## config.mk

```make
export PLATFORM = sky130hd
export DESIGN_NAME = tvag_top
export DESIGN_NICKNAME = d
export VERILOG_FILES = /design/src/rtl/tvag_pkg.sv /design/src/rtl/tvag_geom.sv /design/src/rtl/tvag_pack.sv /design/src/rtl/tvag_top.sv
export SDC_FILE = /design/constraint.sdc
export NUM_CORES = 1
export LEC_CHECK = 0
export BUFFER_PORTS_ARGS = -buffer_cell sky130_fd_sc_hd__buf_4
export CAP_MARGIN = 20
export CORE_MARGIN = 2
export CORE_UTILIZATION = 50
export DETAILED_ROUTE_END_ITERATION = 12
export HOLD_SLACK_MARGIN = 0.06
export PLACE_DENSITY = 0.72
export RECOVER_POWER = 100
export SYNTH_ARGS = -nofsm -noshare
export SYNTH_HDL_FRONTEND = slang
export SYNTH_HIERARCHICAL = 1
export SYNTH_SLANG_ARGS = --single-unit
```

## constraint.sdc

```tcl
create_clock -name clk -period 7 [get_ports clk]
set_input_delay 0.7 -clock clk [delete_from_list [all_inputs] [get_ports clk]]
set_output_delay 0.7 -clock clk [all_outputs]
set_load 0.05 [all_outputs]
```

## src/rtl/tvag_pkg.sv

```systemverilog
// Package: shared format codes and orientation bit positions of the
// tiled view address generator. Assumes a 2-bit format and 3-bit view code.
package tvag_pkg;
    typedef enum logic [1:0] {
        FMT_B8   = 2'd0,
        FMT_B16  = 2'd1,
        FMT_B32  = 2'd2,
        FMT_PAGE = 2'd3
    } tvag_fmt_e;

    localparam int NUM_FMT   = 4;
    localparam int OR_XINV   = 0;
    localparam int OR_YINV   = 1;
    localparam int OR_FLIP   = 2;
    localparam int SHIFT_W   = 5;
endpackage

```

## src/rtl/tvag_geom.sv

```systemverilog
// Geometry decoder: maps a format code to its X/Y shifts, usable bit counts
// and coordinate masks. Purely combinational. Assumes CW_BITS and CH_BITS
// exceed the page-mode slot bits.
module tvag_geom #(
    parameter int CW_BITS = 14,
    parameter int CH_BITS = 13,
    parameter int SW_BITS = 6,
    parameter int SH_BITS = 6
) (
    input  logic [1:0]                  fmt,
    output logic [tvag_pkg::SHIFT_W-1:0] xs,
    output logic [tvag_pkg::SHIFT_W-1:0] ys,
    output logic [tvag_pkg::SHIFT_W-1:0] xbits,
    output logic [tvag_pkg::SHIFT_W-1:0] ybits,
    output logic [31:0]                 xmask,
    output logic [31:0]                 ymask
);
    import tvag_pkg::*;

    logic [SHIFT_W-1:0] xs_tab [NUM_FMT];
    logic [SHIFT_W-1:0] ys_tab [NUM_FMT];

    // Build the per-format shift table, one entry per format code.
    for (genvar f = 0; f < NUM_FMT; f++) begin : g_tab
        localparam int XSH = (f == 0) ? 0 : (f == 1) ? 0 : (f == 2) ? 1 : SW_BITS;
        localparam int YSH = (f == 0) ? 0 : (f == 1) ? 1 : (f == 2) ? 1 : SH_BITS;
        assign xs_tab[f] = SHIFT_W'(XSH);
        assign ys_tab[f] = SHIFT_W'(YSH);
    end

    // Select the entry and derive bit counts and masks.
    always_comb begin
        xs    = xs_tab[fmt];
        ys    = ys_tab[fmt];
        xbits = SHIFT_W'(CW_BITS) - xs;
        ybits = SHIFT_W'(CH_BITS) - ys;
        xmask = (32'd1 << xbits) - 32'd1;
        ymask = (32'd1 << ybits) - 32'd1;
    end
endmodule

```

## src/rtl/tvag_pack.sv

```systemverilog
// Coordinate packer: range check, mirroring, optional XY swap, alignment
// shift and merge of the format and view fields. Combinational. Assumes the
// shifted offset fits below bit 27 for every format.
module tvag_pack #(
    parameter int COORD_W = 16,
    parameter int CW_BITS = 14,
    parameter int CH_BITS = 13
) (
    input  logic [1:0]                   fmt,
    input  logic [2:0]                   orient,
    input  logic [COORD_W-1:0]           x,
    input  logic [COORD_W-1:0]           y,
    input  logic [tvag_pkg::SHIFT_W-1:0] xs,
    input  logic [tvag_pkg::SHIFT_W-1:0] ys,
    input  logic [tvag_pkg::SHIFT_W-1:0] xbits,
    input  logic [tvag_pkg::SHIFT_W-1:0] ybits,
    input  logic [31:0]                  xmask,
    input  logic [31:0]                  ymask,
    output logic [31:0]                  addr,
    output logic                         in_range,
    output logic [31:0]                  stride
);
    import tvag_pkg::*;

    localparam int OFS_W = 27;

    logic [31:0] xw, yw, xm, ym, ofs, ofs_sh;

    // Range test, mirror, pack and merge of fields.
    always_comb begin
        xw       = 32'(x);
        yw       = 32'(y);
        in_range = (xw <= xmask) && (yw <= ymask);
        xm       = orient[OR_XINV] ? (xw ^ xmask) : xw;
        ym       = orient[OR_YINV] ? (yw ^ ymask) : yw;
        ofs      = orient[OR_FLIP] ? ((xm << ybits) + ym) : ((ym << xbits) + xm);
        ofs_sh   = ofs << (xs + ys);
        addr     = in_range ? {orient, fmt, ofs_sh[OFS_W-1:0]} : 32'd0;
    end

    // Stride of one line of the selected view.
    always_comb begin
        stride = orient[OR_FLIP] ? (32'd1 << (SHIFT_W'(CH_BITS) + xs))
                                 : (32'd1 << (SHIFT_W'(CW_BITS) + ys));
    end
endmodule

```

## src/rtl/tvag_top.sv

```systemverilog
// Tiled view address generator top: one registered stage over the geometry
// decoder and the packer. Results appear one clock after in_valid and hold
// while no request is presented. Synchronous active-low reset.
module tvag_top #(
    parameter int COORD_W = 16,
    parameter int CW_BITS = 14,
    parameter int CH_BITS = 13,
    parameter int SW_BITS = 6,
    parameter int SH_BITS = 6
) (
    input  logic               clk,
    input  logic               rst_n,
    input  logic               in_valid,
    input  logic [1:0]         fmt_i,
    input  logic [2:0]         orient_i,
    input  logic [COORD_W-1:0] x_i,
    input  logic [COORD_W-1:0] y_i,
    output logic               out_valid,
    output logic [31:0]        addr_o,
    output logic               in_range_o,
    output logic [31:0]        stride_o
);
    import tvag_pkg::*;

    logic [SHIFT_W-1:0] xs, ys, xbits, ybits;
    logic [31:0]        xmask, ymask, addr_c, stride_c;
    logic               in_range_c;

    tvag_geom #(
        .CW_BITS(CW_BITS), .CH_BITS(CH_BITS),
        .SW_BITS(SW_BITS), .SH_BITS(SH_BITS)
    ) u_geom (
        .fmt(fmt_i), .xs(xs), .ys(ys), .xbits(xbits), .ybits(ybits),
        .xmask(xmask), .ymask(ymask)
    );

    tvag_pack #(
        .COORD_W(COORD_W), .CW_BITS(CW_BITS), .CH_BITS(CH_BITS)
    ) u_pack (
        .fmt(fmt_i), .orient(orient_i), .x(x_i), .y(y_i),
        .xs(xs), .ys(ys), .xbits(xbits), .ybits(ybits),
        .xmask(xmask), .ymask(ymask),
        .addr(addr_c), .in_range(in_range_c), .stride(stride_c)
    );

    // Strobe follows the request by one clock.
    always_ff @(posedge clk) begin
        if (!rst_n) out_valid <= 1'b0;
        else        out_valid <= in_valid;
    end

    // Result registers load only on a request.
    always_ff @(posedge clk) begin
        if (!rst_n) begin
            addr_o     <= 32'd0;
            in_range_o <= 1'b0;
            stride_o   <= 32'd0;
        end else if (in_valid) begin
            addr_o     <= addr_c;
            in_range_o <= in_range_c;
            stride_o   <= stride_c;
        end
    end
endmodule

```

==> impl_metrics.toml <==
[status]
status = "completed"

[final_layout]
diodes = 0
layout-drive-gt1-share_pct = 11.06
area_delta_synth_final_pct = 6.347
nets = 2051

[clock_network]
clockBufferDepth = 2
cts_buffers = 9
ctsResizeCount = 0
cts_num_sinks = 66
cts_tree = "built"
cts_root_buffer = "clkbuf_16"
post_cts.repair.setup_buffers = 0
clkTransAtPathRegs_ns = 0.06
postCtsHoldBufs = 0
clk_latency_ns = 0.33
htreeDepth = 3

[placement]
place_congestion = 1.036
port_buffers = 105
hpwl_um = 37130

[power_and_ir_drop]
p_leak_uw = 0.006536
comb_power_share_pct = 63.3
power_switching_share_pct = 47.92
fin_total_pwr_uw = 2607
clockPowerShare_pct = 20.7
ir_drop_uv = 206.1
internal_power_uw = 1358
p_switching_uw = 1249
powerDensity_mw_per_mm2 = 179.5
power_frac_seq_pct = 16.0

[critical_path]
worstPathArrival_ns = 6.92
cp_common_cell = "ha_1"
slowest_stage = "a2111oi_0"
worstSetupEndpointType = "flip-flop"
required_ns = 7.27
crit_fanout = 10
start_kind = "primary input"
rr_startpoint = "addr_o[21]"
ff2ff_path_depth = 2
reg2reg_to = "addr_o[21]"
critPathMaxStageDelay_ns = 0.41
reg2reg_slack_ns = 6.26
setup.worst_path.class = "in -> reg"

[logic_synthesis]
ys_seq_area_share_pct = 9.672
synth_ff_type = "dfxtp_1"
syn_area_mm2 = 0.01366
synth_cell_type_count = 94
ys_ff_latch = 66
synth_edf_count = 0
ys_warn_count = 6
syn-mean-instance-area_um2 = 7.325
async_reset_ff_share_pct = 0
synthCells = 1865

[route]
dr.pass1.iters = 7
drc = 0
ant_nets = 0
routed_via_density = 6.226
wirelength_um = 46220
wl_per_cell_um = 20.56
drt_iter0_drc = 1668
via_count = 14000

[floorplan]
placementRows = 60
dieArea_mm2 = 0.02866
io_pins = 106
start_util_pct = 50.83
die_h_um = 169.3
die_w_um = 169.3
core-area_mm2 = 0.02688

[timing]
relSlewSlack_pct = 26.72
fin_skew_ns = 0
worstMarginPinSlew_ns = 1.099
setup_viol = 0
final.min_clock_period_ns = 6.652
fin_setup_tns_ns = 0
hold_viol_final = 0
max_freq_mhz = 150.3
min_period_over_period_pct = 95.03
rsz0062_at_grt = "false"
slew_viol_final = 0

[global_routing]
grt_pass1_vias = 13080
grt_max_degree = 67
antenna_found_initial = 1
grt_overflow = 0
track_usage_pct = 31.81
grt_pass1_wl_um = 72510

[hold_path]
min_path_cells = 2
worstHoldStart = "addr_o[11]"
hp-class = "reg -> reg"
hold_end = "addr_o[11]"

[run]
maxCapViolations = 0
==> synth_stat cells (8+ instances only) <==
master / instances / share of area, %
o22ai_1: 22 / 1.0
nand2_1: 159 / 4.4
or3_1: 9 / 0.41
nand3_1: 27 / 0.99
mux4_2: 42 / 6.9
nor3_1: 32 / 1.2
mux2_2: 37 / 3.1
a211o_1: 11 / 0.71
buf_1: 20 / 0.55
ha_1: 106 / 9.7
nor2b_1: 77 / 3.5
a31oi_1: 19 / 0.87
o21ai_0: 93 / 3.4
a21o_1: 32 / 1.8
mux2i_1: 147 / 11
nor4_1: 11 / 0.50
and3_1: 14 / 0.64
nand2b_1: 21 / 0.96
nand4_1: 22 / 1.0
a211oi_1: 17 / 0.93
dfxtp_1: 66 / 9.7
buf_2: 15 / 0.55
xor2_1: 23 / 1.5
o211ai_1: 27 / 1.5
or2_2: 8 / 0.37
a21oi_1: 109 / 4.0
o21a_1: 14 / 0.77
nor2_1: 233 / 6.4
o21ai_1: 9 / 0.33
clkbuf_1: 67 / 1.8
o2bb2ai_1: 8 / 0.51
buf_4: 63 / 3.5
xnor2_1: 33 / 2.1
and2_1: 27 / 1.2
inv_1: 102 / 2.8
==> worst max-delay path: cells and delay by family <==
family          cells  cell delay [ns]
simple gates        8             1.11
fa+ha+maj           5             1.32
compound gates      9             2.06
mux                 5             1.24
buf+inv             4             0.49
==> power by group through the flow <==
stage               clock network, uW  logic [uW]  registers (uW)
global route                      560        1770             419
CTS                               543        1600             416
floorplan                           0        1110             499
detailed placement                  0        1590             424
global placement                    0        1590             424
finish                            539        1650             417
==> worst max-delay path by stage <==
stage	startpoint	endpoint	depth (start not counted)
6_report	fmt_i[0]	addr_o[23]	31
5_1_grt	fmt_i[0]	addr_o[23]	32
4_1_cts	fmt_i[0]	addr_o[16]	29
3_5_place_dp	fmt_i[0]	addr_o[16]	29
3_3_place_gp	fmt_i[0]	addr_o[16]	24
2_1_floorplan	fmt_i[0]	addr_o[26]	28
==> sequential cells by signal, indices dropped and copies added (netlist names) <==
signal	flops
addr_o	32
in_range_o	1
out_valid	1
stride_o	32
==> layout by cell type, fill, tap and decap left out, types with 27 or more instances in the layout <==
cell	n
nor3_1	32
nand2_1	159
clkbuf_1	69
buf_4	84
mux2_2	33
nand3_1	27
conb_1	46
nor2_1	234
xnor2_1	32
mux2i_1	147
ha_1	104
o21ai_0	94
a21o_1	32
o211ai_1	28
nor2b_1	77
inv_1	101
mux4_2	42
a21oi_1	107
dfxtp_1	66
==> cell type report <==
| cell class | count | area [um2] |
|---|---|---|
| Inverter | 108 | 405.4 |
| Fill cell | 2651 | 12350 |
| Tap cell | 341 | 426.7 |
| Sequential cell | 66 | 1321 |
| Clock buffer | 10 | 239.0 |
| Clock inverter | 6 | 112.6 |
| Multi-Input combinational cell | 1564 | 11130 |
| Timing Repair Buffer | 153 | 889.6 |
==> layer usage <==
layer | GRT usage (%) | vias up | share of wire [%]
li1 | - | 6697 | -
met1 | 43.97 | 6475 | 43
met2 | 50.35 | 728 | 44
met3 | 5.527 | 97 | 9.9
met4 | 10.22 | 0 | 3.3
met5 | 0 | - | 0
==> metrics by stage <==
step	worst slack (ns)	utilization (%)	std cells	instance area [um2]	hold slack (ns)
after global placement	0.2647	53.73	2232	14440	0.4971
after CTS	0.5309	55.04	2248	14790	0.5238
final	0.3478	54.05	2248	14530	0.5174
after global routing	0.004624	54.05	2248	14530	0.5404
after detailed placement	0.1970	53.73	2232	14440	0.5072
after floorplan	0.6703	-	1909	13830	0.7430
==> cells by family (layout without fill, tap and decap cells) <==
kind of cell | after synthesis | in the layout | synth area share (%)
AOI/OAI and AO/OA | 461 | 461 | 22.39
xor gates and xnor gates | 56 | 56 | 3.590
muxes | 227 | 227 | 20.83
DFF | 66 | 66 | 9.672
buffers and inverters | 279 | 277 | 10.14
and+or+nand+nor | 665 | 665 | 23.17
other | 2 | 46 | 0.05498
adders and majority gates | 109 | 109 | 10.15
Power figures use the tool's default switching activity.
